$ cat config.mk
export PLATFORM = sky130hd
export DESIGN_NAME = uart_fifo_irq
export DESIGN_NICKNAME = d
export VERILOG_FILES = /design/src/rtl/uart_irq_pkg.sv /design/src/rtl/irq_level_cmp.sv /design/src/rtl/irq_rto_fsm.sv /design/src/rtl/irq_merge.sv /design/src/rtl/uart_fifo_irq.sv
export SDC_FILE = /design/constraint.sdc
export NUM_CORES = 1
export LEC_CHECK = 0
export BUFFER_PORTS_ARGS = -buffer_cell sky130_fd_sc_hd__buf_2
export CORE_MARGIN = 4
export CORE_UTILIZATION = 37
export CTS_BUF_LIST = sky130_fd_sc_hd__clkbuf_16
export DETAILED_ROUTE_END_ITERATION = 8
export GPL_ROUTABILITY_DRIVEN = 0
export PLACE_DENSITY = 0.93
export SYNTH_ARGS = -nofsm -noshare
export SYNTH_HDL_FRONTEND = slang
export SYNTH_SLANG_ARGS = --single-unit
$ cat constraint.sdc
create_clock -name clk -period 2.8 [get_ports clk]
set_input_delay 0.56 -clock clk [delete_from_list [all_inputs] [get_ports clk]]
set_output_delay 0.56 -clock clk [all_outputs]
set_load 0.02 [all_outputs]
$ cat src/rtl/uart_irq_pkg.sv
package uart_irq_pkg;
    localparam int NSRC = 4;

    // status vector bit positions
    localparam int SRC_RTO  = 0;
    localparam int SRC_RXHI = 1;
    localparam int SRC_TXLO = 2;
    localparam int SRC_TXE  = 3;

    typedef enum logic [1:0] {
        TO_IDLE  = 2'd0,
        TO_PEND  = 2'd1,
        TO_REARM = 2'd2
    } rto_state_t;

    typedef enum logic {
        IRQ_QUIET  = 1'b0,
        IRQ_RAISED = 1'b1
    } irq_state_t;
endpackage

$ cat src/rtl/irq_level_cmp.sv
module irq_level_cmp #(
    parameter int W       = 7,
    parameter bit AT_LEAST = 1'b1
) (
    input  logic [W-1:0] count,
    input  logic [W-1:0] level,
    output logic         hit
);
    generate
        if (AT_LEAST) begin : g_ge
            assign hit = (count >= level);
        end else begin : g_le
            assign hit = (count <= level);
        end
    endgenerate
endmodule

$ cat src/rtl/irq_rto_fsm.sv
module irq_rto_fsm
    import uart_irq_pkg::*;
(
    input  logic clk,
    input  logic rst_n,
    input  logic flag,
    input  logic clr,
    output logic pending
);
    rto_state_t state_q, state_d;

    always_ff @(posedge clk) begin
        if (!rst_n) state_q <= TO_IDLE;
        else        state_q <= state_d;
    end

    always_comb begin
        state_d = state_q;
        unique case (state_q)
            TO_IDLE:  if (flag) state_d = TO_PEND;
            TO_PEND:  if (clr)  state_d = flag ? TO_REARM : TO_IDLE;
            TO_REARM: if (!flag) state_d = TO_IDLE;
            default:  state_d = TO_IDLE;
        endcase
    end

    always_comb begin
        pending = (state_q == TO_PEND);
    end
endmodule

$ cat src/rtl/irq_merge.sv
module irq_merge
    import uart_irq_pkg::*;
#(
    parameter int N = 4
) (
    input  logic         clk,
    input  logic         rst_n,
    input  logic [N-1:0] req,
    output logic         irq
);
    irq_state_t state_q, state_d;

    always_ff @(posedge clk) begin
        if (!rst_n) state_q <= IRQ_QUIET;
        else        state_q <= state_d;
    end

    always_comb begin
        state_d = state_q;
        unique case (state_q)
            IRQ_QUIET:  if (|req)  state_d = IRQ_RAISED;
            IRQ_RAISED: if (~|req) state_d = IRQ_QUIET;
            default:    state_d = IRQ_QUIET;
        endcase
    end

    always_comb begin
        irq = (state_q == IRQ_RAISED);
    end
endmodule

$ cat src/rtl/uart_fifo_irq.sv
module uart_fifo_irq
    import uart_irq_pkg::*;
#(
    parameter int RX_DEPTH = 64,
    parameter int TX_DEPTH = 64,
    localparam int RX_CW   = $clog2(RX_DEPTH + 1),
    localparam int TX_CW   = $clog2(TX_DEPTH + 1)
) (
    input  logic             clk,
    input  logic             rst_n,
    input  logic [RX_CW-1:0] rx_count,
    input  logic [TX_CW-1:0] tx_count,
    input  logic             tx_empty,
    input  logic             rto_flag,
    input  logic [3:0]       int_en,
    input  logic [RX_CW-1:0] rx_level,
    input  logic [TX_CW-1:0] tx_level,
    input  logic             sts_wr,
    input  logic [3:0]       sts_wdata,
    output logic [3:0]       int_status,
    output logic [3:0]       int_req,
    output logic             irq
);
    logic rx_hit, tx_hit, rto_pend, rto_clr;

    assign rto_clr = sts_wr & sts_wdata[SRC_RTO];

    irq_level_cmp #(.W(RX_CW), .AT_LEAST(1'b1)) u_rx_cmp (
        .count (rx_count),
        .level (rx_level),
        .hit   (rx_hit)
    );

    irq_level_cmp #(.W(TX_CW), .AT_LEAST(1'b0)) u_tx_cmp (
        .count (tx_count),
        .level (tx_level),
        .hit   (tx_hit)
    );

    irq_rto_fsm u_rto (
        .clk     (clk),
        .rst_n   (rst_n),
        .flag    (rto_flag),
        .clr     (rto_clr),
        .pending (rto_pend)
    );

    always_comb begin
        int_status           = '0;
        int_status[SRC_RTO]  = rto_pend;
        int_status[SRC_RXHI] = rx_hit;
        int_status[SRC_TXLO] = tx_hit;
        int_status[SRC_TXE]  = tx_empty;
    end

    assign int_req = int_status & int_en;

    irq_merge #(.N(NSRC)) u_merge (
        .clk   (clk),
        .rst_n (rst_n),
        .req   (int_req),
        .irq   (irq)
    );
endmodule

== Word-level counts from Yosys, hierarchy flattened ==
Index checks and enable logic that the tools add are counted.

* Flip-flop bits (word level): 3
* Input bits: 41

* Equal/unequal tests: 5
* $lt $le $gt $ge: 2
* Bitwise operators: 2
* Reduce and logical (&&, ||, !) cells: 3
* Mux-type cells: 6

{| class="wikitable"
|+ Operator list
! kind !! count
|-
| $mux W2 || 4
|-
| $ge A7 B7 Y1 || 1
|-
| $le A7 B7 Y1 || 1
|-
| $pmux W2 S3 || 1
|-
| $and A4 B4 Y4 || 1
|-
| $ne A2 B2 Y1 const B || 2
|-
| $reduce_or A4 Y1 || 1
|-
| $reduce_and A3 Y1 || 1
|-
| $eq A2 B1 Y1 const B || 1
|-
| $eq A2 B2 Y1 const B || 1
|-
| $logic_not A2 Y1 || 1
|-
| $ne A2 B1 Y1 const B || 1
|-
| $and A1 B1 Y1 || 1
|-
| $mux W1 || 1
|}

== Logic depth before layout (Yosys ltp) ==
* Depth after elaboration: 4
* Mapped depth: 7
* Gate-level depth less buffers: 7

== Cells and area by module ==
Synthesis repeated with hierarchy kept, for this count alone.

* Cells, all modules: 68
* Area, all modules: 519.2 um2

{| class="wikitable"
|+ Modules (own cells, without submodules)
! module !! cells each !! area each (um2) !! times used
|-
| irq_level_cmp (u_tx_cmp) || 24 || 171.4 || 1
|-
| irq_level_cmp (u_rx_cmp) || 23 || 168.9 || 1
|-
| irq_rto_fsm || 10 || 86.3 || 1
|-
| uart_fifo_irq || 9 || 61.3 || 1
|-
| irq_merge || 2 || 31.3 || 1
|}

== Least setup slack after synthesis ==
No wires, ideal clock.

* Kind: input -> output
* Start: in rx_level[6]
* End: out int_req[1]
* Buffers on the path: 0
* Stages on the path: 6
* Required time: 2,240 ps
* Arrival: 1,477 ps
* Slack: 763 ps
* Path through: inv_1 ha_1 nand2_1 o21ai_0 a21oi_1 nor2b_1

* Word-level cells in the longest chain between the ends: 2

{| class="wikitable"
|+ Ends and longest elaborated chain
! item !! RTL line !! RTL
|-
| start, declared || uart_fifo_irq.sv:16 || <nowiki>input logic [RX_CW-1:0] rx_level,</nowiki>
|-
| $ge A7 B7 Y1 || irq_level_cmp.sv:11 || <nowiki>assign hit = (count >= level);</nowiki>
|-
| $and A4 B4 Y4 || uart_fifo_irq.sv:56 || <nowiki>assign int_req = int_status & int_en;</nowiki>
|-
| end, declared || uart_fifo_irq.sv:21 || <nowiki>output logic [3:0] int_req,</nowiki>
|}

No other way between the ends.

== Worst setup path after layout ==
* Start: in tx_count[6]
* End: out int_req[2]

* Word-level cells in the longest chain between the ends: 2

{| class="wikitable"
|+ Ends and longest elaborated chain
! item !! RTL line !! RTL
|-
| start, declared || uart_fifo_irq.sv:12 || <nowiki>input logic [TX_CW-1:0] tx_count,</nowiki>
|-
| $le A7 B7 Y1 || irq_level_cmp.sv:13 || <nowiki>assign hit = (count <= level);</nowiki>
|-
| $and A4 B4 Y4 || uart_fifo_irq.sv:56 ||
|}

No other way between the ends.

==> results.toml <==
[status]
outcome = "completed"

[power_and_ir_drop]
p_int_uw = 282
p_switching_uw = 100
power.density_mw_per_mm2 = 475
p_sw_share_pct = 26.2
p_leak_uw = 0.000503
p_total_uw = 382
ir_worst_vdd_mv = 0.285
p_clk_share_pct = 59.7
power_frac_comb_pct = 27.8
seqPwrFrac_pct = 12.5

[synthesis]
async_reset_ff_share_pct = 0
avgSynthCellArea_um2 = 7.34
ys_seq_area_share_pct = 11.9
synth.area.top_cells = "ha_1, dfxtp_1, inv_1, a21oi_1, buf_4"
synthFlopType = "dfxtp_1"
yosysTopAreaCell = "ha_1"
synth_warnings = 0
synthesis.nets = 124
ys_ff_latch = 3
synth_edf_count = 0
syn_inst = 69
synth_top_area_share_pct = 34.6
syn_area_um2 = 507
synth.distinct_cells = 19

[critical_path]
criticalPathCategory = "input port to output pin"
critPathMostFrequentCell = "buf_2"
end_kind = "output pin"
required_ns = 2.24
rr_worst_depth = 3
max_stage_delay_ns = 0.31
cp.arrival_ns = 1.79
critPathLaunchType = "input port"
crit_fanout = 3
crit_chain = "buf_2 -> ha_1 -> a21oi_1 -> o21ai_0 -> o22ai_1 -> and2_4 -> buf_2"
cp_slowest_cell = "ha_1"

[sta]
timing.final.crit_period_ns = 2.35
tns_ns = 0
relSlewSlack_pct = 83.4
rsz0062_at_grt = "no"
fmax_ghz = 0.426
hold_viol = 0
worst_pin_slew_ns = 0.248
clock_skew_ns = 0.00208
setup_viol = 0
final_max_slew_viol_count = 0
min_period_over_period_pct = 83.8

[cts]
cts_hold_buf = 0
cts_max_level = 1
cts_sinks = 3
clock_path_buffers = 2
post-cts-setup-buffers = 0
clockRootBuffer = "clkbuf_16"
cts_resized = 0
cts_tree = "yes"
clk_latency_ns = 0.23
clk_pin_slew_ns = 0.03
numCtsBuffers = 3

[global_route]
first_global_vias = 591
antenna_found_initial = 0
grt-ovfl-total = 0
grt_pass1_wl_um = 2210
grt_max_degree = 6
grtUsageTotal_pct = 15.6

[die]
ios = 50
die-area_mm2 = 0.00203
core_area_mm2 = 0.00130
fp-row-count = 13
die_w_um = 45.0
initial_utilization_pct = 38.9
die_h_um = 45.0

[final_layout]
final_nets = 171
layout-drive-gt1-share_pct = 43.5
antenna_cells = 0
area_delta_synth_final_pct = 58.8

[route]
drtPass1Iterations = 4
via_count = 620
drt_wl_total_um = 1530
routed_via_density = 4.77
drc = 0
ant_nets = 0
drtIter0Drc = 8
wire_per_inst_um = 11.7

[place]
dp_hpwl_um = 1270
port_buffers = 46

[hold_path]
hold_path_depth = 1
holdCritPathClass = "register to register"

[run]
max-cap-violations = 0
-- Yosys cell counts, types with 2 or more instances --
cell and number:
nand4_1 2, nor2b_1 3, dfxtp_1 3, o21ai_0 4, buf_4 4, nand2_1 4
ha_1 14, a21oi_1 8, and2_1 2, inv_1 16
-- power by group through the flow --
stage	logic (uW)	clock network (uW)	registers (uW)
2_1_floorplan	65.6	0	50.0
3_3_place_gp	101	0	48.1
3_5_place_dp	106	0	48.2
4_1_cts	107	232	47.7
5_1_grt	120	239	48.1
6_report	106	228	47.9
-- area by class of cell --
type | count | area (um2)
inverters | 16 | 60.1
well taps | 15 | 18.8
repair buffers | 46 | 230
clock buffers | 3 | 75.1
fillers | 124 | 497
clock inverters | 1 | 3.75
multi-input cells | 46 | 357
flip-flops and latches | 3 | 60.1
-- state kept, by name (all words and copies together) (netlist names) --
register and flops:
u_rto.state_q 2, u_merge.irq 1
-- cells in the final DEF, fill, tap and decap left out --
cell	synthesis	layout
nand3_1	1	1
o21ai_0	4	4
inv_1	16	17
nor2b_1	3	3
o211ai_1	1	1
nand4_1	2	2
o22ai_1	1	1
and2_1	2	2
clkbuf_16	0	3
dfxtp_1	3	3
a31oi_1	1	1
a21oi_1	8	8
buf_2	0	46
nor2_1	1	1
nand3b_1	1	1
nand2_1	4	4
and2_4	1	1
o41a_1	1	1
and3_1	1	1
ha_1	14	14
-- critical path, delay by kind of cell --
kind                       cells  cell delay (ns)
adders and majority gates      1             0.31
buffers and inverters          2             0.25
AOI/OAI and AO/OA              3             0.47
and+or+nand+nor                1             0.19
-- per-layer routing --
metal  vias up  track usage (%)  routed length, um
met5         -                0                  0
met4         0             7.02                 10
met3         2             5.18                146
met2        35             32.2                886
met1       263             12.5                481
li1        320                -                  -
-- kinds of logic after synthesis --
logic type,share of synthesized area (%)
AOI/OAI and AO/OA,18.0
adders and majority gates,34.6
buffers and inverters,17.8
DFF,11.9
and+or+nand+nor,17.8
-- through the flow --
step           hold slack (ns)  util (%)  worst slack, ns  area, um2  std cells
4_1_cts                  0.493      61.8            0.487        805        130
2_1_floorplan            0.457         -            0.763        507         69
6_report                 0.504      61.8            0.454        805        130
3_3_place_gp             0.469      55.8            0.487        726        126
5_1_grt                  0.522      61.8            0.372        805        130
3_5_place_dp             0.483      55.8            0.488        726        126
-- path summary, 6_finish.rpt --
check	start	endpoint	slack [ns]
hold reg to reg	u_rto.state_q[0]$_SDFFE_PN0P_	u_rto.state_q[0]$_SDFFE_PN0P_	0.50
setup / recovery	tx_count[6]	int_req[2]	0.45
setup reg to reg	u_rto.state_q[0]$_SDFFE_PN0P_	u_merge.irq$_SDFF_PN0_	1.67
hold / removal	u_rto.state_q[0]$_SDFFE_PN0P_	u_rto.state_q[0]$_SDFFE_PN0P_	0.50
Note: power is estimated with default switching activity, not from simulation.
